### src/rtl/seg_dac_pkg.sv
package seg_dac_pkg;
  localparam int DEF_COARSE_W = 5;
  localparam int DEF_FINE_W   = 4;
  localparam int DEF_BIN_W    = 5;

  // number of unary elements a w-bit thermometer field drives
  function automatic int unary_len(input int w);
    return (1 << w) - 1;
  endfunction
endpackage

### src/rtl/seg_rst_sync.sv
module seg_rst_sync (
  input  logic clk,
  input  logic rst_n,
  output logic rst_sync_n
);
  logic stage0_q;
  logic stage1_q;

  always_ff @(posedge clk or negedge rst_n) begin
    if (!rst_n) begin
      stage0_q <= 1'b0;
      stage1_q <= 1'b0;
    end else begin
      stage0_q <= 1'b1;
      stage1_q <= stage0_q;
    end
  end

  assign rst_sync_n = stage1_q;
endmodule

### src/rtl/seg_therm_dec.sv
module seg_therm_dec #(
  parameter  int W = 5,
  localparam int N = (1 << W) - 1
) (
  input  logic [W-1:0] val,
  output logic [N-1:0] therm
);
  // element i is on when the field value exceeds i
  for (genvar i = 0; i < N; i++) begin : g_el
    assign therm[i] = (val > W'(i));
  end
endmodule

### src/rtl/seg_steer_bank.sv
module seg_steer_bank #(
  parameter int N = 1
) (
  input  logic         clk,
  input  logic         rst_n,
  input  logic         sleep,
  input  logic [N-1:0] din,
  output logic [N-1:0] q_a,
  output logic [N-1:0] q_b
);
  logic [N-1:0] nxt_a;
  logic [N-1:0] nxt_b;

  always_comb begin
    nxt_a = sleep ? '0 : din;
    nxt_b = ~nxt_a;
  end

  always_ff @(posedge clk or negedge rst_n) begin
    if (!rst_n) begin
      q_a <= '0;
      q_b <= '1;
    end else begin
      q_a <= nxt_a;
      q_b <= nxt_b;
    end
  end
endmodule

### src/rtl/seg_dac_decoder.sv
module seg_dac_decoder #(
  parameter  int COARSE_W = seg_dac_pkg::DEF_COARSE_W,
  parameter  int FINE_W   = seg_dac_pkg::DEF_FINE_W,
  parameter  int BIN_W    = seg_dac_pkg::DEF_BIN_W,
  localparam int CODE_W   = COARSE_W + FINE_W + BIN_W,
  localparam int COARSE_N = seg_dac_pkg::unary_len(COARSE_W),
  localparam int FINE_N   = seg_dac_pkg::unary_len(FINE_W)
) (
  input  logic                clk,
  input  logic                rst_n,
  input  logic                sleep,
  input  logic [CODE_W-1:0]   code,
  output logic [COARSE_N-1:0] coarse_a,
  output logic [COARSE_N-1:0] coarse_b,
  output logic [FINE_N-1:0]   fine_a,
  output logic [FINE_N-1:0]   fine_b,
  output logic [BIN_W-1:0]    bin_a,
  output logic [BIN_W-1:0]    bin_b
);
  localparam int FINE_LO   = BIN_W;
  localparam int COARSE_LO = BIN_W + FINE_W;

  logic                rst_sync_n;
  logic [COARSE_N-1:0] coarse_therm;
  logic [FINE_N-1:0]   fine_therm;

  seg_rst_sync u_rst (
    .clk        (clk),
    .rst_n      (rst_n),
    .rst_sync_n (rst_sync_n)
  );

  seg_therm_dec #(.W(COARSE_W)) u_coarse_dec (
    .val   (code[COARSE_LO +: COARSE_W]),
    .therm (coarse_therm)
  );

  seg_therm_dec #(.W(FINE_W)) u_fine_dec (
    .val   (code[FINE_LO +: FINE_W]),
    .therm (fine_therm)
  );

  seg_steer_bank #(.N(COARSE_N)) u_coarse_bank (
    .clk   (clk),
    .rst_n (rst_sync_n),
    .sleep (sleep),
    .din   (coarse_therm),
    .q_a   (coarse_a),
    .q_b   (coarse_b)
  );

  seg_steer_bank #(.N(FINE_N)) u_fine_bank (
    .clk   (clk),
    .rst_n (rst_sync_n),
    .sleep (sleep),
    .din   (fine_therm),
    .q_a   (fine_a),
    .q_b   (fine_b)
  );

  seg_steer_bank #(.N(BIN_W)) u_bin_bank (
    .clk   (clk),
    .rst_n (rst_sync_n),
    .sleep (sleep),
    .din   (code[BIN_W-1:0]),
    .q_a   (bin_a),
    .q_b   (bin_b)
  );
endmodule

### config.mk
export PLATFORM = sky130hd
export DESIGN_NAME = seg_dac_decoder
export DESIGN_NICKNAME = d
export VERILOG_FILES = /design/src/rtl/seg_dac_pkg.sv /design/src/rtl/seg_rst_sync.sv /design/src/rtl/seg_therm_dec.sv /design/src/rtl/seg_steer_bank.sv /design/src/rtl/seg_dac_decoder.sv
export SDC_FILE = /design/constraint.sdc
export NUM_CORES = 1
export LEC_CHECK = 0
export ABC_AREA = 1
export BUFFER_PORTS_ARGS = -buffer_cell sky130_fd_sc_hd__buf_2
export CORE_MARGIN = 3
export CORE_UTILIZATION = 28
export CTS_BUF_LIST = sky130_fd_sc_hd__clkbuf_4 sky130_fd_sc_hd__clkbuf_8
export CTS_CLUSTER_DIAMETER = 100
export DETAILED_ROUTE_END_ITERATION = 10
export SLEW_MARGIN = 20
export SYNTH_ARGS = -nofsm -noshare
export SYNTH_HDL_FRONTEND = slang
export SYNTH_SLANG_ARGS = --single-unit
### constraint.sdc
create_clock -name clk -period 3.38 [get_ports clk]
set_input_delay 0.338 -clock clk [delete_from_list [all_inputs] [get_ports clk]]
set_output_delay 0.338 -clock clk [all_outputs]
set_load 0.005 [all_outputs]
Word level (Yosys, flattened, before mapping). Index checks and enable logic that the tools add are counted. W data, S select, Z words.

Input port bits: 17. Logic and storage cells: 60. Flip-flop bits (word level): 104. Output and inout bits: 102.

Muxes and demuxes: 3. Bitwise operators: 3. Magnitude comparators: 46.

Operator list (count): $gt A5 B5 Y1 const B (15); $gt A5 B4 Y1 const B (8); $mux W31 (1); $not A31 Y31 (1); $gt A4 B4 Y1 const B (7); $gt A5 B3 Y1 const B (4); $gt A4 B3 Y1 const B (4); $mux W15 (1); $not A15 Y15 (1); $gt A5 B1 Y1 const B (2); $gt A5 B2 Y1 const B (2); $gt A4 B1 Y1 const B (2); $gt A4 B2 Y1 const B (2); $mux W5 (1); $not A5 Y5 (1).

Depth between registers and ports, before layout.
Depth after elaboration: 3. Depth in mapped cells: 7. Mapped depth without buffers: 6.

Cells and area by module. Synthesis repeated with hierarchy kept, for this count alone.

Cells, all modules: 360. Area total of the unflattened synthesis: 3729.8 um^2.

Modules (own cells, without submodules): seg_steer_bank (u_coarse_bank) (cells an instance 162, seq. area each 1590.3 um^2, times used 1, area an instance 1973.1 um^2); seg_steer_bank (u_fine_bank) (cells an instance 79, seq. area each 769.5 um^2, times used 1, area an instance 978.4 um^2); seg_steer_bank (u_bin_bank) (cells an instance 26, seq. area each 256.5 um^2, times used 1, area an instance 316.6 um^2); seg_therm_dec (u_coarse_dec) (cells an instance 64, seq. area each 0.0 um^2, times used 1, area an instance 292.8 um^2); seg_therm_dec (u_fine_dec) (cells an instance 26, seq. area each 0.0 um^2, times used 1, area an instance 115.1 um^2); seg_rst_sync (cells an instance 3, seq. area each 50.0 um^2, times used 1, area an instance 53.8 um^2).

Worst setup path after synthesis. No wires, ideal clock.

Path type: input to register. Start: in code[9]. End: reg u_coarse_bank.q_a[20]. Path slack: 2.320 ns. Buffers on the path: 1. Library setup time: 0.119 ns. Arrival time: 0.942 ns. Data required time: 3.261 ns. Cell stages on the path: 5. Cells stage by stage: clkbuf_1 nor2_1 inv_1 nor2_1 nor2_2.

Longest elaborated chain between the ends: 2.

Ends and longest elaborated chain: start: declaration (line seg_dac_decoder.sv:12) `input logic [CODE_W-1:0] code,`; $gt A5 B5 Y1 (line seg_therm_dec.sv:10) `assign therm[i] = (val > W'(i));`; $mux W31 (line seg_steer_bank.sv:15) `nxt_a = sleep ? '0 : din;`; net u_coarse_bank.nxt_a[20] (line seg_steer_bank.sv:11) `logic [N-1:0] nxt_a;`; end signal: assignment (line seg_steer_bank.sv:24) `q_a <= nxt_a;`; end: declaration (line seg_steer_bank.sv:8) `output logic [N-1:0] q_a,`.

The timed path passes the listed nets, and every way through them passes these cells.

Final worst setup path.
Start: reg u_coarse_bank.q_b[3]. End: out coarse_b[3].

RTL lines: start: declaration (line seg_steer_bank.sv:9) `output logic [N-1:0] q_b`; start signal: assignment (line seg_steer_bank.sv:25) `q_b <= nxt_b;`; end: declaration (line seg_dac_decoder.sv:14) `output logic [COARSE_N-1:0] coarse_b,`.

No word-level cell between the ends.

==> results.sh <==
export IMPL_hold_class="input port to register"
export IMPL_cts_tree="done"
export IMPL_cp_required_ps=3040
export IMPL_clock_sinks=104
export IMPL_finalHoldViolCount=0
export IMPL_dp_hpwl_mm=5.55
export IMPL_synth_seq_cells=104
export IMPL_fmax_mhz=733
export IMPL_wl_per_cell_um=13.6
export IMPL_synth_area_mm2=0.00341
export IMPL_drc=0
export IMPL_ys_flop_type="dfrtp_1"
export IMPL_area_delta_synth_final_pct=31.0
export IMPL_start_kind="register"
export IMPL_die_height_um=116
export IMPL_critPathTopFamily="flip-flops"
export IMPL_critical_path_cell_chain="buf_2"
export IMPL_synth_edf_count=0
export IMPL_vias_per_cell=4.06
export IMPL_core_mm2=0.0117
export IMPL_syn_nets=286
export IMPL_drive_gt1_frac=0.524
export IMPL_grt_usage=0.115
export IMPL_rsz0062_at_grt="no"
export IMPL_drt_pass1_iter_count=4
export IMPL_layout_min_cycle_time_ps=1360
export IMPL_vdd_drop_max_mv=0.349
export IMPL_mostFrequentLayoutCell="buf_2"
export IMPL_ioPinCount=119
export IMPL_reg2reg_depth=2
export IMPL_overflow=0
export IMPL_status="completed"
export IMPL_r2r_end="u_fine_bank.q_b[4]$_DFF_PN1_"
export IMPL_synth_cell_type_count=20
export IMPL_fin_tns_setup_ps=0
export IMPL_crit_slowest_cell="dfstp_2"
export IMPL_post_cts_buffers=0
export IMPL_critPathArrivalTime_ps=1030
export IMPL_cts_max_level=3
export IMPL_startpoint="u_coarse_bank.q_b[3]$_DFF_PN1_"
export IMPL_gp_congestion=0.761
export IMPL_drv_slew=0
export IMPL_grt_max_degree=83
export IMPL_r2r_start="u_rst.rst_sync_n$_DFF_PN0_"
export IMPL_syn_inst=269
export IMPL_antenna_found_initial=0
export IMPL_async_flop_share=1.00
export IMPL_clock_latency_ps=370
export IMPL_grt_pass1_vias=2344
export IMPL_path_class="register to output port"
export IMPL_crit_end="coarse_b[3]"
export IMPL_antenna_left=0
export IMPL_power_density_mw_per_mm2=556
export IMPL_critical_path_depth=1
export IMPL_final_nets=415
export IMPL_ys_seq_area_frac=0.781
export IMPL_hold_buffers=1
export IMPL_numCtsBuffers=9
export IMPL_most_common_layout_cells="buf_2 (118), inv_1 (57), dfrtp_1 (52)"
export IMPL_dieArea_mm2=0.0135
export IMPL_cts_buffer_depth=2
export IMPL_holdWs_ps=109
export IMPL_setup_viol=0
export IMPL_grt_pass1_wl_mm=11.5
export IMPL_rows=39
export IMPL_diodes=0
export IMPL_cap_violations=0
export IMPL_synth_warning_count=0
export IMPL_period_share=0.403
export IMPL_io_buffers=118
export IMPL_drtIter0Drc=93
export IMPL_cp_end_kind="output port"
export IMPL_vias=2217
export IMPL_clk_pin_slew_ps=100
export IMPL_ctsResizeCount=0
export IMPL_routed_wirelength_mm=7.44
export IMPL_skew_ps=10.2
export IMPL_avgSynthCellArea_um2=12.7
export IMPL_fp_dieW_um=116
export IMPL_crit_fanout=1
export IMPL_cp_slowest_stage_delay_ps=520
export IMPL_cts_root_buf="clkbuf_8"
export IMPL_path_buf_inv=1
export IMPL_power_leakage_uw=0.00238
export IMPL_rrSetupSlack_ps=2150
export IMPL_start_util=0.293
cells in the mapped netlist (2+ instances only):
cell / n / area, µm²
nand2_1: 38 / 143
nand2_2: 3 / 18.8
o21ai_2: 5 / 43.8
dfrtp_1: 53 / 1330
nand2_4: 3 / 33.8
buf_2: 2 / 10.0
inv_4: 2 / 12.5
o21ai_0: 4 / 20.0
inv_2: 3 / 11.3
dfstp_2: 51 / 1340
nor2_4: 3 / 33.8
nor3_1: 2 / 10.0
a21oi_1: 9 / 45.0
nor2_1: 20 / 75.1
inv_1: 57 / 214
nor2_2: 3 / 18.8
nand3_1: 8 / 40.0
worst min-delay path by stage:
stage / startpoint / slack (ps) / cells after the start / end
3_5_place_dp: rst_n / 120 / 1 / u_rst.stage0_q$_DFF_PN0_
6_report: code[1] / 110 / 2 / u_bin_bank.q_b[1]$_DFF_PN1_
5_1_grt: code[2] / 80 / 2 / u_bin_bank.q_b[2]$_DFF_PN1_
2_1_floorplan: rst_n / 40 / 0 / u_rst.rst_sync_n$_DFF_PN0_
4_1_cts: code[2] / 70 / 2 / u_bin_bank.q_b[2]$_DFF_PN1_
3_3_place_gp: rst_n / 120 / 1 / u_rst.stage0_q$_DFF_PN0_
cell type report:
cell class / instances / area [µm²]
Fill cell: 1141 / 7190
Sequential cell: 104 / 2670
Timing Repair Buffer: 121 / 636
Multi-Input combinational cell: 100 / 494
Inverter: 62 / 238
Tap cell: 143 / 179
Clock buffer: 10 / 138
Clock inverter: 6 / 115
routing by layer:
metal / GRT usage / vias up / part of all wire / wire length (µm)
li1: - / 1040 / - / -
met2: 0.184 / 91 / 0.48 / 3550
met1: 0.132 / 1075 / 0.41 / 3030
met5: 0 / - / 0 / 0
met4: 0.0387 / 0 / 0.015 / 109
met3: 0.0611 / 11 / 0.10 / 745
kinds of logic after synthesis:
| family | after synthesis | synth area share |
|---|---|---|
| compound gates | 19 | 0.0345 |
| buf+inv | 65 | 0.0737 |
| flops | 104 | 0.781 |
| other cells | 1 | 0.00110 |
| simple gates | 80 | 0.109 |
sequential cells by signal (all words and copies together), names as in the netlist:
| signal | flops |
|---|---|
| u_fine_bank.q_a | 15 |
| u_coarse_bank.q_a | 31 |
| u_bin_bank.q_a | 5 |
| u_rst.stage0_q | 1 |
| u_bin_bank.q_b | 5 |
| u_rst.rst_sync_n | 1 |
| u_fine_bank.q_b | 15 |
| u_coarse_bank.q_b | 31 |
where the power goes:
part           internal, µW  switching, µW
Clock                   516            412
Sequential             1330           24.5
Combinational          75.2            123
per-stage QoR:
stage	setup WS [ps]	utilization	total power [µW]	cell area (µm²)	instances
2_1_floorplan	358	-	1470	3410	269
3_3_place_gp	1930	0.358	1580	4180	528
3_5_place_dp	1890	0.358	1580	4180	528
4_1_cts	1870	0.381	2530	4440	545
5_1_grt	1950	0.383	2620	4470	546
6_report	2020	0.383	2480	4470	546
(Power assumes the default switching activity.)
